--- src/rtl/pwt_pkg.sv ---
package pwt_pkg;

    typedef enum logic [1:0] {
        ST_OFF  = 2'd0,
        ST_WAIT = 2'd1,
        ST_MEAS = 2'd2
    } pwt_state_e;

    typedef struct packed {
        logic level_low;
        logic clk_sel;
    } pwt_cfg_t;

    typedef struct packed {
        logic rise;
        logic fall;
    } pwt_edges_t;

    localparam pwt_cfg_t CFG_RESET = '{level_low: 1'b0, clk_sel: 1'b0};

    function automatic logic pick_tick(input pwt_cfg_t cfg, input logic ta, input logic tb);
        return cfg.clk_sel ? tb : ta;
    endfunction

    function automatic logic open_edge(input pwt_cfg_t cfg, input pwt_edges_t e);
        return cfg.level_low ? e.fall : e.rise;
    endfunction

    function automatic logic close_edge(input pwt_cfg_t cfg, input pwt_edges_t e);
        return cfg.level_low ? e.rise : e.fall;
    endfunction

endpackage

--- src/rtl/pwt_sync_edge.sv ---
module pwt_sync_edge
    import pwt_pkg::*;
#(
    parameter int STAGES = 2
) (
    input  logic       clk,
    input  logic       rst,
    input  logic       d_in,
    output pwt_edges_t edges
);
    logic [STAGES-1:0] chain;
    logic              prev;

    genvar g;
    generate
        for (g = 0; g < STAGES; g++) begin : g_stage
            if (g == 0) begin : g_first
                always_ff @(posedge clk) begin
                    if (rst) chain[0] <= 1'b0;
                    else     chain[0] <= d_in;
                end
            end else begin : g_next
                always_ff @(posedge clk) begin
                    if (rst) chain[g] <= 1'b0;
                    else     chain[g] <= chain[g-1];
                end
            end
        end
    endgenerate

    always_ff @(posedge clk) begin
        if (rst) prev <= 1'b0;
        else     prev <= chain[STAGES-1];
    end

    always_comb begin
        edges.rise = chain[STAGES-1] & ~prev;
        edges.fall = ~chain[STAGES-1] & prev;
    end
endmodule

--- src/rtl/pwt_counter.sv ---
module pwt_counter #(
    parameter int W = 16
) (
    input  logic         clk,
    input  logic         rst,
    input  logic         clr,
    input  logic         inc,
    output logic [W-1:0] cnt_o,
    output logic         wrap_o
);
    localparam logic [W-1:0] ALL_ONES = {W{1'b1}};

    always_ff @(posedge clk) begin
        if (rst || clr) begin
            cnt_o  <= '0;
            wrap_o <= 1'b0;
        end else if (inc) begin
            cnt_o <= cnt_o + 1'b1;
            if (cnt_o == ALL_ONES) wrap_o <= 1'b1;
        end
    end
endmodule

--- src/rtl/pwt_ctrl.sv ---
module pwt_ctrl
    import pwt_pkg::*;
(
    input  logic       clk,
    input  logic       rst,
    input  logic       arm,
    input  logic       halt,
    input  logic       open_ev,
    input  logic       close_ev,
    output pwt_state_e state_o,
    output logic       clr_o,
    output logic       cap_o,
    output logic       irq_o
);
    pwt_state_e nxt;

    always_comb begin
        nxt   = state_o;
        clr_o = 1'b0;
        cap_o = 1'b0;
        if (halt) begin
            nxt = ST_OFF;
        end else begin
            unique case (state_o)
                ST_OFF:  if (arm) nxt = ST_WAIT;
                ST_WAIT: if (open_ev) begin
                    nxt   = ST_MEAS;
                    clr_o = 1'b1;
                end
                ST_MEAS: if (close_ev) begin
                    nxt   = ST_WAIT;
                    cap_o = 1'b1;
                end
                default: nxt = ST_OFF;
            endcase
        end
    end

    always_ff @(posedge clk) begin
        if (rst) begin
            state_o <= ST_OFF;
            irq_o   <= 1'b0;
        end else begin
            state_o <= nxt;
            irq_o   <= cap_o;
        end
    end
endmodule

--- src/rtl/pulse_width_timer.sv ---
module pulse_width_timer
    import pwt_pkg::*;
#(
    parameter int W         = 16,
    parameter int SYNC_DEPTH = 2
) (
    input  logic         clk,
    input  logic         rst,
    input  logic         tick_a,
    input  logic         tick_b,
    input  logic         cfg_we,
    input  logic         cfg_level,
    input  logic         cfg_clk_sel,
    input  logic         arm,
    input  logic         halt,
    input  logic         res_we,
    input  logic [W-1:0] res_wdata,
    input  logic         pin_in,
    output logic         active,
    output logic [W-1:0] count_q,
    output logic [W-1:0] result_q,
    output logic         ovf_q,
    output logic         irq
);
    pwt_cfg_t   cfg_r;
    pwt_edges_t edges;
    pwt_state_e state;
    logic       clr, cap, inc, wrap, tick_sel;

    always_ff @(posedge clk) begin
        if (rst)                    cfg_r <= CFG_RESET;
        else if (cfg_we && !active) cfg_r <= '{level_low: cfg_level, clk_sel: cfg_clk_sel};
    end

    pwt_sync_edge #(.STAGES(SYNC_DEPTH)) u_sync (
        .clk   (clk),
        .rst   (rst),
        .d_in  (pin_in),
        .edges (edges)
    );

    pwt_ctrl u_ctrl (
        .clk      (clk),
        .rst      (rst),
        .arm      (arm),
        .halt     (halt),
        .open_ev  (open_edge(cfg_r, edges)),
        .close_ev (close_edge(cfg_r, edges)),
        .state_o  (state),
        .clr_o    (clr),
        .cap_o    (cap),
        .irq_o    (irq)
    );

    assign tick_sel = pick_tick(cfg_r, tick_a, tick_b);
    assign inc      = (state == ST_MEAS) && tick_sel && !cap && !halt;
    assign active   = (state != ST_OFF);

    pwt_counter #(.W(W)) u_cnt (
        .clk    (clk),
        .rst    (rst),
        .clr    (clr),
        .inc    (inc),
        .cnt_o  (count_q),
        .wrap_o (wrap)
    );

    always_ff @(posedge clk) begin
        if (rst) begin
            result_q <= '0;
            ovf_q    <= 1'b0;
        end else if (cap) begin
            result_q <= count_q;
            ovf_q    <= wrap;
        end else if (res_we) begin
            result_q <= res_wdata;
        end
    end
endmodule

--- config.mk ---
export PLATFORM = sky130hd
export DESIGN_NAME = pulse_width_timer
export DESIGN_NICKNAME = d
export VERILOG_FILES = /design/src/rtl/pwt_pkg.sv /design/src/rtl/pwt_sync_edge.sv /design/src/rtl/pwt_counter.sv /design/src/rtl/pwt_ctrl.sv /design/src/rtl/pulse_width_timer.sv
export SDC_FILE = /design/constraint.sdc
export NUM_CORES = 1
export LEC_CHECK = 0
export BUFFER_PORTS_ARGS = -buffer_cell sky130_fd_sc_hd__buf_2
export CAP_MARGIN = 20
export CORE_AREA = 5 5 72 74
export CTS_BUF_LIST = sky130_fd_sc_hd__clkbuf_4 sky130_fd_sc_hd__clkbuf_8 sky130_fd_sc_hd__clkbuf_16
export DETAILED_ROUTE_END_ITERATION = 6
export DIE_AREA = 0 0 77 79
export GPL_ROUTABILITY_DRIVEN = 0
export PLACE_DENSITY_LB_ADDON = 0.08
export SLEW_MARGIN = 20
export SYNTH_ARGS = -nofsm -noshare
export SYNTH_HDL_FRONTEND = slang
export SYNTH_SLANG_ARGS = --single-unit
--- constraint.sdc ---
create_clock -name clk -period 1.9 [get_ports clk]
set_input_delay 0.285 -clock clk [delete_from_list [all_inputs] [get_ports clk]]
set_output_delay 0.285 -clock clk [all_outputs]
set_load 0.02 [all_outputs]
# == After elaboration in Yosys (flattened, before gate mapping) ==
# Cells that the tools add are included.
# classes
reduce_logical,14
addsub,1
bitwise_logic,4
muxes,15
eq_ne,6
# op_table
cell,count
$mux 16,2
$add 16x1->16 const B,1
$eq 16x16->1 const B,1
$mux 1,9
$mux 2,3
$pmux 2 s3,1
$logic_and 1x1->1,4
$ne 2x1->1 const B,2
$reduce_bool 2->1,2
$logic_not 1->1,3
$reduce_and 3->1,1
$and 1x1->1,2
$eq 2x1->1 const B,1
$eq 2x2->1 const B,1
$logic_not 2->1,1
$ne 2x2->1 const B,1
$not 1->1,2
$reduce_and 2->1,1
$reduce_or 2->1,1
$logic_or 1x1->1,1
# totals
register_bits,42

# == Longest topological paths before layout ==
# Gate-level depths: netlist of the first run.
# depth
word_depth,10
mapped_depth,6
depth_no_buf,5

# == Cells and area by module ==
# Synthesis of the first run repeated with hierarchy kept, for this count alone.
# unflattened
hier_cells,197
hier_area_um2,1916.8
# modules_own_cells
mod,n_inst,cells_per_inst,area_each_um2,seq_area_each_um2
pulse_width_timer,1,90,939.7,380.4
pwt_counter,1,85,742.0,340.3
pwt_ctrl,1,14,143.9,60.1
pwt_sync_edge,1,8,91.3,60.1

# == Worst setup path after synthesis of the first run ==
# Ideal clock, no wire load.
# synth_timing
path_type,flip-flop to flip-flop
start,register u_ctrl.state_o[1]
end,register u_cnt.cnt_o[13]
path_slack_ns,-0.144
arrival_time_ns,1.973
path_stages_with_launch,6
setup_time_ns,0.070
required_time_ns,1.830
period_less_slack_ns,2.044
cell_sequence,dfxtp_1 -> or3b_1 -> or4_1 -> buf_2 -> or4_1 -> a21oi_1
# synth_between
elab_chain_len,6
# synth_rtl
element,line_no,rtl
from (decl),pwt_ctrl.sv:10,"output pwt_state_e state_o,"
from (signal assigned),pwt_ctrl.sv:44,state_o <= nxt;
$eq 2x2->1,"pwt_ctrl.sv:24, pulse_width_timer.sv:56",
$mux 1,pwt_ctrl.sv:24,unique case (state_o)
$mux 1,pwt_ctrl.sv:21,if (halt) begin
$logic_not 1->1,pulse_width_timer.sv:56,assign inc = (state == ST_MEAS) && tick_sel && !cap && !halt;
$logic_and 1x1->1 (2 in series),pulse_width_timer.sv:56,
to (signal assigned),pwt_counter.sv:18,cnt_o <= cnt_o + 1'b1;
to (decl),pwt_counter.sv:8,"output logic [W-1:0] cnt_o,"
# Several ways; a longest one is shown, not always the timed one.
# A chain may end at the register's enable or synchronous reset.

# == Worst setup path in the final report of the first run ==
# layout_timing
start,register u_ctrl.state_o[1]
end,register u_cnt.cnt_o[10]
# The elaborated chain is that of the path after synthesis.

==> flow_summary.html, run 1 <==
<table>
<tr><th>Metric</th><th>Value</th></tr>
<tr><th colspan="2">Clock tree</th></tr>
<tr><td>Clock slew at the register clock pins of the worst setup and hold paths</td><td>0.09 ns</td></tr>
<tr><td>Number of buffers added by the clock tree synthesis step</td><td>5</td></tr>
<tr><td>CTS HTree Levels</td><td>2</td></tr>
<tr><td>Sinks on the clock net</td><td>42</td></tr>
<tr><td>Clock tree from TritonCTS</td><td>yes</td></tr>
<tr><td>Cts-stage hold buffer count</td><td>0</td></tr>
<tr><td>Insertion delay of the later-clocked pin in the worst-skew pair</td><td>0.29 ns</td></tr>
<tr><td>Max Buffers Root-to-Sink</td><td>2</td></tr>
<tr><td>Root buffer cell</td><td>sky130_fd_sc_hd__clkbuf_8</td></tr>
<tr><th colspan="2">Timing</th></tr>
<tr><td>Count of final max-slew check failures</td><td>0</td></tr>
<tr><td>Count of final hold-check violations</td><td>0</td></tr>
<tr><td>Maximum clock skew at final layout</td><td>0.00527 ns</td></tr>
<tr><td>Final TNS setup</td><td>-0.391 ns</td></tr>
<tr><td>Max_slew headroom</td><td>69.5%</td></tr>
<tr><td>Count of endpoints failing setup in the final report</td><td>12</td></tr>
<tr><td>Post-route clock period utilization</td><td>105%</td></tr>
<tr><td>Final worst slack</td><td>-0.0963 ns</td></tr>
<tr><td>Setup repair after global routing missed its margin</td><td>yes</td></tr>
<tr><td>Shortest period the worst path allows</td><td>2.00 ns</td></tr>
<tr><td>Transition at the pin with the smallest max-transition slack</td><td>0.457 ns</td></tr>
<tr><td>Fmax achieved</td><td>501 MHz</td></tr>
<tr><th colspan="2">Layout</th></tr>
<tr><td>Most frequent standard cell in the layout excluding fill and tap cells</td><td>sky130_fd_sc_hd__buf_2</td></tr>
<tr><td>Most used cells in the layout excluding fill and tap cells</td><td>62 x sky130_fd_sc_hd__buf_2, 35 x sky130_fd_sc_hd__dfxtp_1, 27 x sky130_fd_sc_hd__buf_4</td></tr>
<tr><td>Layout overhead on the synthesized area</td><td>36.3%</td></tr>
<tr><td>Post-layout util</td><td>57.6%</td></tr>
<tr><td>Final-stage net count</td><td>328</td></tr>
<tr><td>Diodes inserted</td><td>0</td></tr>
<tr><td>Layout cell share with drive strength beyond 1</td><td>38.9%</td></tr>
<tr><td>Fill cells</td><td>438</td></tr>
<tr><th colspan="2">Flow run</th></tr>
<tr><td># Max-Cap Violations</td><td>0</td></tr>
<tr><th colspan="2">Die</th></tr>
<tr><td>Vertical die dimension</td><td>79 µm</td></tr>
<tr><td>Core ar.</td><td>4540 µm²</td></tr>
<tr><td>Horizontal die dimension</td><td>77 µm</td></tr>
<tr><td>Effective utilization at floorplan</td><td>42.3%</td></tr>
<tr><td>Placement Rows</td><td>25</td></tr>
<tr><td>Top Ports</td><td>62</td></tr>
<tr><td>Die Area</td><td>6080 µm²</td></tr>
<tr><th colspan="2">Detailed routing</th></tr>
<tr><td>Routed vias</td><td>1880</td></tr>
<tr><td>Vias per cell</td><td>5.30</td></tr>
<tr><td>Count of antenna-violating nets left after detailed routing</td><td>0</td></tr>
<tr><td>Starting DRT DRC Count</td><td>69</td></tr>
<tr><td>DRC violation count after routing</td><td>0</td></tr>
<tr><td>Routed WL per cell</td><td>13.9 µm</td></tr>
<tr><td>First-pass detailed-route iteration total</td><td>4</td></tr>
<tr><td>Total detailed-routing wirelength</td><td>4930 µm</td></tr>
<tr><th colspan="2">Synthesis</th></tr>
<tr><td>Post-synthesis cell area</td><td>1920 µm²</td></tr>
<tr><td>Average cell area after synthesis</td><td>8.92 µm²</td></tr>
<tr><td>Post-synthesis async set-or-reset flop share</td><td>0%</td></tr>
<tr><td>Sequential-to-total area share from yosys stat</td><td>43.8%</td></tr>
<tr><td>Top FF cell, synth</td><td>sky130_fd_sc_hd__dfxtp_1</td></tr>
<tr><td>Count of mapped cells out of synthesis</td><td>215</td></tr>
<tr><td>Net count of the mapped netlist</td><td>243</td></tr>
<tr><td>Number of library cell types mapped by synthesis</td><td>35</td></tr>
<tr><td>Number of enable-type register cells in the synthesized netlist</td><td>0</td></tr>
<tr><td>Yosys warning total</td><td>0</td></tr>
<tr><td>Post-synthesis register bit count</td><td>42</td></tr>
<tr><th colspan="2">Global routing</th></tr>
<tr><td>Total overflow reported by the global router</td><td>0</td></tr>
<tr><td>First-pass GRT wire length</td><td>8400 µm</td></tr>
<tr><td>Vias in the first global route</td><td>1784</td></tr>
<tr><td>Number of antenna violations at the first check in global routing</td><td>0</td></tr>
<tr><td>Total Routing Usage GR</td><td>16.5%</td></tr>
<tr><td>Maximum number of pins on one net before global-route repair</td><td>35</td></tr>
<tr><th colspan="2">Status</th></tr>
<tr><td>Result of the run</td><td>finished, violations left</td></tr>
<tr><td>Violated checks</td><td>negative setup slack</td></tr>
<tr><th colspan="2">Power</th></tr>
<tr><td>Static leakage power</td><td>0.00121 µW</td></tr>
<tr><td>Power per cell area</td><td>689 nW/µm²</td></tr>
<tr><td>Largest vdd supply drop</td><td>0.297 mV</td></tr>
<tr><th colspan="2">Place</th></tr>
<tr><td>Port Buf Inserts</td><td>61</td></tr>
<tr><td>Detail Placement HPWL</td><td>3600 µm</td></tr>
<tr><th colspan="2">Critical path</th></tr>
<tr><td>Arrival time reported for the critical path endpoint</td><td>2.23 ns</td></tr>
<tr><td>Critical path peak fanout</td><td>8</td></tr>
<tr><td>Most frequent cell on the critical path</td><td>sky130_fd_sc_hd__or4_4</td></tr>
<tr><td>Series of cell instances along the critical path</td><td>or3b_4, or4_4, buf_6, or4_4, a21oi_2</td></tr>
<tr><td>Worst Setup End Kind</td><td>flip-flop</td></tr>
<tr><td>Worst path max stage delay</td><td>0.50 ns</td></tr>
<tr><td>Cells on worst reg2reg path</td><td>5</td></tr>
<tr><td>Slowest-stage cell, CP</td><td>sky130_fd_sc_hd__or4_4</td></tr>
<tr><td>CP Launch Type</td><td>flip-flop</td></tr>
<tr><td>Crit Path Category</td><td>flip-flop to flip-flop</td></tr>
<tr><td>Required time at the worst-slack endpoint</td><td>2.14 ns</td></tr>
<tr><th colspan="2">Hold path</th></tr>
<tr><td>Hold crit path type</td><td>input port to flip-flop</td></tr>
<tr><td>Worst hold path depth</td><td>2</td></tr>
</table>
power by group:
| part | leakage [µW] | internal (µW) | switching [µW] | total (µW) |
|---|---|---|---|---|
| combinational | 0.000801 | 75.6 | 93.9 | 170 |
| sequential | 0.000346 | 906 | 11.8 | 918 |
| clock | 0.0000585 | 394 | 319 | 713 |
| total | 0.00121 | 1380 | 425 | 1800 |
critical path, delay by kind of cell, from the launching register on:
kind,cells,cell delay [ns]
flip-flops,1,0.34
AND/OR/NAND/NOR,3,1.33
buffers and inverters,1,0.15
AO/OA/AOI/OAI,1,0.12
per-stage QoR:
step / hold slack, ns / setup slack [ns] / area [µm²] / power, µW / std cells
6_report: 0.195 / -0.0963 / 2610 / 1800 / 355
5_1_grt: 0.203 / -0.141 / 2610 / 1880 / 355
4_1_cts: 0.190 / -0.0666 / 2600 / 1820 / 355
3_5_place_dp: 0.425 / -0.196 / 2460 / 1110 / 346
3_3_place_gp: 0.419 / -0.173 / 2460 / 1110 / 346
2_1_floorplan: 0.413 / 0.00131 / 1940 / 1040 / 215
path summary, 6_finish.rpt:
| check | slack (ns) | endpoint | startpoint |
|---|---|---|---|
| setup reg to reg | -0.1 | u_cnt.cnt_o[10] | u_ctrl.state_o[1] |
| hold reg to reg | 0.44 | u_sync.chain[1] | u_sync.chain[0] |
| hold / removal | 0.20 | u_sync.chain[0] | pin_in |
| setup / recovery | -0.1 | u_cnt.cnt_o[10] | u_ctrl.state_o[1] |
logic make-up (layout without fill, tap and decap cells):
group,count (synthesis),in the layout,share of synthesized area (%)
xor gates and xnor gates,1,1,0.457
and+or+nand+nor,75,75,21.2
buffers and inverters,22,108,4.44
DFF,42,42,43.8
AOI/OAI and AO/OA,54,54,19.0
adders and majority gates,1,1,0.652
muxes,20,20,10.4
synthesized netlist by cell type (2+ instances only):
library cell / instances / area share [%]
sky130_fd_sc_hd__and3b_1: 2 / 0.91
sky130_fd_sc_hd__nor3b_1: 2 / 0.78
sky130_fd_sc_hd__clkbuf_1: 9 / 1.8
sky130_fd_sc_hd__nand4_1: 2 / 0.65
sky130_fd_sc_hd__a211oi_1: 16 / 6.3
sky130_fd_sc_hd__or3_1: 2 / 0.65
sky130_fd_sc_hd__nor2b_1: 2 / 0.65
sky130_fd_sc_hd__nor2_1: 24 / 4.7
sky130_fd_sc_hd__o21ai_0: 3 / 0.78
sky130_fd_sc_hd__mux2i_1: 20 / 10
sky130_fd_sc_hd__or3_2: 2 / 0.78
sky130_fd_sc_hd__o31ai_1: 11 / 4.3
sky130_fd_sc_hd__o211ai_1: 2 / 0.78
sky130_fd_sc_hd__dfxtp_1: 42 / 44
sky130_fd_sc_hd__nand3_1: 10 / 2.6
sky130_fd_sc_hd__nand2_1: 9 / 1.8
sky130_fd_sc_hd__or4_1: 15 / 5.9
sky130_fd_sc_hd__a21oi_1: 16 / 4.2
sky130_fd_sc_hd__inv_1: 10 / 2.0
cell type report:
class / count / area (µm²) / share of cell area (%)
clock buffers: 5 / 68.8 / 2.63
clock inverters: 3 / 43.8 / 1.68
inverters: 10 / 37.5 / 1.44
multi-input cells: 151 / 1020 / 39.1
flip-flops and latches: 42 / 850 / 32.5
well taps: 54 / 67.6 / 2.58
repair buffers: 90 / 524 / 20.1
flip-flops by register name, summed over array words and instances (netlist names):
signal          cells
cfg_r               2
u_ctrl.state_o      2
u_cnt.cnt_o        16
result_q           16
u_cnt.wrap_o        1
u_sync.prev         1
ovf_q               1
u_sync.chain        2
u_ctrl.irq_o        1
layer usage:
metal | up-vias | wire length, µm | global-route usage [%]
met4 | 0 | 69 | 5.33
li1 | 970 | - | -
met3 | 6 | 364 | 5.22
met5 | - | 0 | 0
met2 | 56 | 2220 | 26.6
met1 | 848 | 2270 | 21.1
what timing repair did:
action	4_1_cts	5_1_grt
gates cloned	1	0
endpoints found under the setup margin	14	14
pin swaps	7	1
setup buffers	0	0
gates resized for setup	6	3
(Power assumes the default switching activity.)
==> run 2, diff against run 1 <==
--- a/config.mk
+++ b/config.mk
@@ -5,7 +5,7 @@
 export SDC_FILE = /design/constraint.sdc
 export NUM_CORES = 1
 export LEC_CHECK = 0
-export BUFFER_PORTS_ARGS = -buffer_cell sky130_fd_sc_hd__buf_2
+export BUFFER_PORTS_ARGS = -buffer_cell sky130_fd_sc_hd__buf_4
 export CAP_MARGIN = 20
 export CORE_AREA = 5 5 72 74
 export CTS_BUF_LIST = sky130_fd_sc_hd__clkbuf_4 sky130_fd_sc_hd__clkbuf_8 sky130_fd_sc_hd__clkbuf_16
@@ -13,6 +13,7 @@
 export DIE_AREA = 0 0 77 79
 export GPL_ROUTABILITY_DRIVEN = 0
 export PLACE_DENSITY_LB_ADDON = 0.08
+export SKIP_CTS_REPAIR_TIMING = 1
 export SLEW_MARGIN = 20
 export SYNTH_ARGS = -nofsm -noshare
 export SYNTH_HDL_FRONTEND = slang
==> constraint.sdc (replaced) <==
create_clock -name clk -period 1.7 [get_ports clk]
set_input_delay 0.255 -clock clk [delete_from_list [all_inputs] [get_ports clk]]
set_output_delay 0.255 -clock clk [all_outputs]
set_load 0.02 [all_outputs]
==> run 2 against run 1 <==
The flow still finishes with violations (negative setup slack). Sequential share of layout area shrank 2.4 points. Setup slack worse by 0.15 ns. Cell area increased by 8.6%. Total power increased by 7.1%. Final cell count up 0.85%. Die area unchanged. Hold slack got worse by 0.018 ns. Clock skew decreased by 0.0023 ns.
==> flow_summary.html, run 2 (synthesized netlist as in run 1, its figures left out) <==
<table>
<tr><th>Metric</th><th>Value</th></tr>
<tr><th colspan="2">Global routing</th></tr>
<tr><td>First-pass GRT wire length</td><td>8690 µm</td></tr>
<tr><td>Total Routing Usage GR</td><td>17.4%</td></tr>
<tr><td>Vias in the first global route</td><td>1817</td></tr>
<tr><td>Number of antenna violations at the first check in global routing</td><td>0</td></tr>
<tr><td>Total overflow reported by the global router</td><td>0</td></tr>
<tr><td>Maximum number of pins on one net before global-route repair</td><td>35</td></tr>
<tr><th colspan="2">Hold path</th></tr>
<tr><td>Hold crit path type</td><td>input port to flip-flop</td></tr>
<tr><th colspan="2">Timing</th></tr>
<tr><td>Count of endpoints failing setup in the final report</td><td>17</td></tr>
<tr><td>Final worst slack</td><td>-0.247 ns</td></tr>
<tr><td>Count of final hold-check violations</td><td>0</td></tr>
<tr><td>Setup repair after global routing missed its margin</td><td>yes</td></tr>
<tr><td>Shortest period the worst path allows</td><td>1.95 ns</td></tr>
<tr><td>Worst hold slack after final layout</td><td>0.177 ns</td></tr>
<tr><td>Max_slew headroom</td><td>70.7%</td></tr>
<tr><td>Maximum clock skew at final layout</td><td>0.00300 ns</td></tr>
<tr><td>Fmax achieved</td><td>514 MHz</td></tr>
<tr><td>Transition at the pin with the smallest max-transition slack</td><td>0.438 ns</td></tr>
<tr><td>Count of final max-slew check failures</td><td>0</td></tr>
<tr><td>Post-route clock period utilization</td><td>115%</td></tr>
<tr><th colspan="2">Layout</th></tr>
<tr><td>Final-stage net count</td><td>331</td></tr>
<tr><td>Most frequent standard cell in the layout excluding fill and tap cells</td><td>sky130_fd_sc_hd__buf_4</td></tr>
<tr><td>Layout Cells excl Fill</td><td>358</td></tr>
<tr><td>Area occupied by multi-input gates</td><td>1060 µm²</td></tr>
<tr><td>Post-layout util</td><td>62.6%</td></tr>
<tr><td>Layout overhead on the synthesized area</td><td>47.9%</td></tr>
<tr><td>Layout cell share with drive strength beyond 1</td><td>41.1%</td></tr>
<tr><td>Diodes inserted</td><td>0</td></tr>
<tr><td>Storage cell area</td><td>855 µm²</td></tr>
<tr><td>Final design instance area without fill</td><td>2840 µm²</td></tr>
<tr><td>Most used cells in the layout excluding fill and tap cells</td><td>90 x sky130_fd_sc_hd__buf_4, 35 x sky130_fd_sc_hd__dfxtp_1, 24 x sky130_fd_sc_hd__nor2_1</td></tr>
<tr><td>Fill cells</td><td>402</td></tr>
<tr><td>Regs by FF count</td><td>result_q x16, u_cnt.cnt_o x16</td></tr>
<tr><th colspan="2">Place</th></tr>
<tr><td>Post-placement cell count</td><td>348</td></tr>
<tr><td>Detail Placement HPWL</td><td>3810 µm</td></tr>
<tr><td>Port Buf Inserts</td><td>61</td></tr>
<tr><td>Area after DPL</td><td>2680 µm²</td></tr>
<tr><th colspan="2">Status</th></tr>
<tr><td>Violated checks</td><td>negative setup slack</td></tr>
<tr><td>Result of the run</td><td>finished, violations left</td></tr>
<tr><th colspan="2">Detailed routing</th></tr>
<tr><td>First-pass detailed-route iteration total</td><td>4</td></tr>
<tr><td>Starting DRT DRC Count</td><td>105</td></tr>
<tr><td>Count of antenna-violating nets left after detailed routing</td><td>0</td></tr>
<tr><td>Routed vias</td><td>1922</td></tr>
<tr><td>Vias per cell</td><td>5.37</td></tr>
<tr><td>Total detailed-routing wirelength</td><td>5250 µm</td></tr>
<tr><td>Met3 wirelength from detailed routing</td><td>396 µm</td></tr>
<tr><td>Routed WL per cell</td><td>14.7 µm</td></tr>
<tr><td>Met2 Routed Length</td><td>2230 µm</td></tr>
<tr><td>M1 wire length</td><td>2530 µm</td></tr>
<tr><td>Highest metal layer with signal wires</td><td>met4</td></tr>
<tr><td>DRC violation count after routing</td><td>0</td></tr>
<tr><th colspan="2">Critical path</th></tr>
<tr><td>Required time at the worst-slack endpoint</td><td>1.88 ns</td></tr>
<tr><td>Arrival time reported for the critical path endpoint</td><td>2.12 ns</td></tr>
<tr><td>Worst Setup End Kind</td><td>flip-flop</td></tr>
<tr><td>Critical path peak fanout</td><td>16</td></tr>
<tr><td>Crit Path Category</td><td>flip-flop to flip-flop</td></tr>
<tr><td>Register-to-Register Setup Slack</td><td>-0.25 ns</td></tr>
<tr><td>CP Launch Type</td><td>flip-flop</td></tr>
<tr><th colspan="2">Die</th></tr>
<tr><td>Top Ports</td><td>62</td></tr>
<tr><td>Effective utilization at floorplan</td><td>42.3%</td></tr>
<tr><td>Horizontal die dimension</td><td>77 µm</td></tr>
<tr><td>Die Area</td><td>6080 µm²</td></tr>
<tr><td>Placement Rows</td><td>25</td></tr>
<tr><td>Vertical die dimension</td><td>79 µm</td></tr>
<tr><td>Core ar.</td><td>4540 µm²</td></tr>
<tr><th colspan="2">Clock tree</th></tr>
<tr><td>Root buffer cell</td><td>sky130_fd_sc_hd__clkbuf_8</td></tr>
<tr><td>Number of buffers added by the clock tree synthesis step</td><td>5</td></tr>
<tr><td>Clock slew at the register clock pins of the worst setup and hold paths</td><td>0.08 ns</td></tr>
<tr><td>Max Buffers Root-to-Sink</td><td>2</td></tr>
<tr><td>Sinks on the clock net</td><td>42</td></tr>
<tr><td>Insertion delay of the later-clocked pin in the worst-skew pair</td><td>0.29 ns</td></tr>
<tr><td>Clock tree from TritonCTS</td><td>yes</td></tr>
<tr><td>CTS HTree Levels</td><td>2</td></tr>
<tr><th colspan="2">Flow run</th></tr>
<tr><td># Max-Cap Violations</td><td>0</td></tr>
<tr><th colspan="2">Power</th></tr>
<tr><td>Largest vdd supply drop</td><td>0.335 mV</td></tr>
<tr><td>Static leakage power</td><td>0.00125 µW</td></tr>
<tr><td>Power per cell area</td><td>680 nW/µm²</td></tr>
</table>
## run 2: cell count changes in the layout (fill, tap and decap cells not counted), sizes merged
cell	change
buf	+3
clkbuf	+2
inv	-1
bufinv	-1
## run 2: worst paths after layout
kind / startpoint / endpoint / depth (start not counted)
setup reg to reg: u_ctrl.state_o[1] / u_cnt.cnt_o[4] / 6
setup / recovery: u_ctrl.state_o[1] / u_cnt.cnt_o[4] / 6
hold / removal: pin_in / u_sync.chain[0] / 2
hold reg to reg: u_sync.chain[0] / u_sync.chain[1] / 1
## run 2: area by class of cell
cell class / count / share of cell area [%]
Inverter: 10 / 1.32
Clock inverter: 1 / 0.176
Timing Repair Buffer: 93 / 25.6
Multi-Input combinational cell: 151 / 37.2
Clock buffer: 7 / 3.17
Sequential cell: 42 / 30.1
Tap cell: 54 / 2.38
## run 2: worst max-delay path, stage by stage, from the launching register on
cell	delay (ns)
sky130_fd_sc_hd__dfxtp_2	0.33
sky130_fd_sc_hd__or3b_4	0.38
sky130_fd_sc_hd__or4_4	0.42
sky130_fd_sc_hd__buf_6	0.16
sky130_fd_sc_hd__buf_4	0.15
sky130_fd_sc_hd__o31ai_1	0.28
sky130_fd_sc_hd__a21oi_2	0.10
## run 2: through the flow
step                setup TNS, ns  power (µW)  setup WS, ns
floorplan                   -1.72        1160        -0.182
global placement            -4.46        1270        -0.326
detailed placement          -4.76        1270        -0.370
CTS                         -3.56        1940        -0.299
global route                -3.59        2010        -0.303
finish                      -2.56        1930        -0.247
## run 2: power breakdown
group,internal [µW],total [µW],switching [µW]
logic,116,224,108
clock network,344,680,336
registers,1010,1020,14.7
## run 2: metal layers
| layer | vias to the layer above | GRT usage (%) |
|---|---|---|
| li1 | 970 | - |
| met1 | 877 | 24.3 |
| met2 | 63 | 25.1 |
| met3 | 12 | 6.12 |
| met4 | 0 | 5.67 |
| met5 | - | 0 |
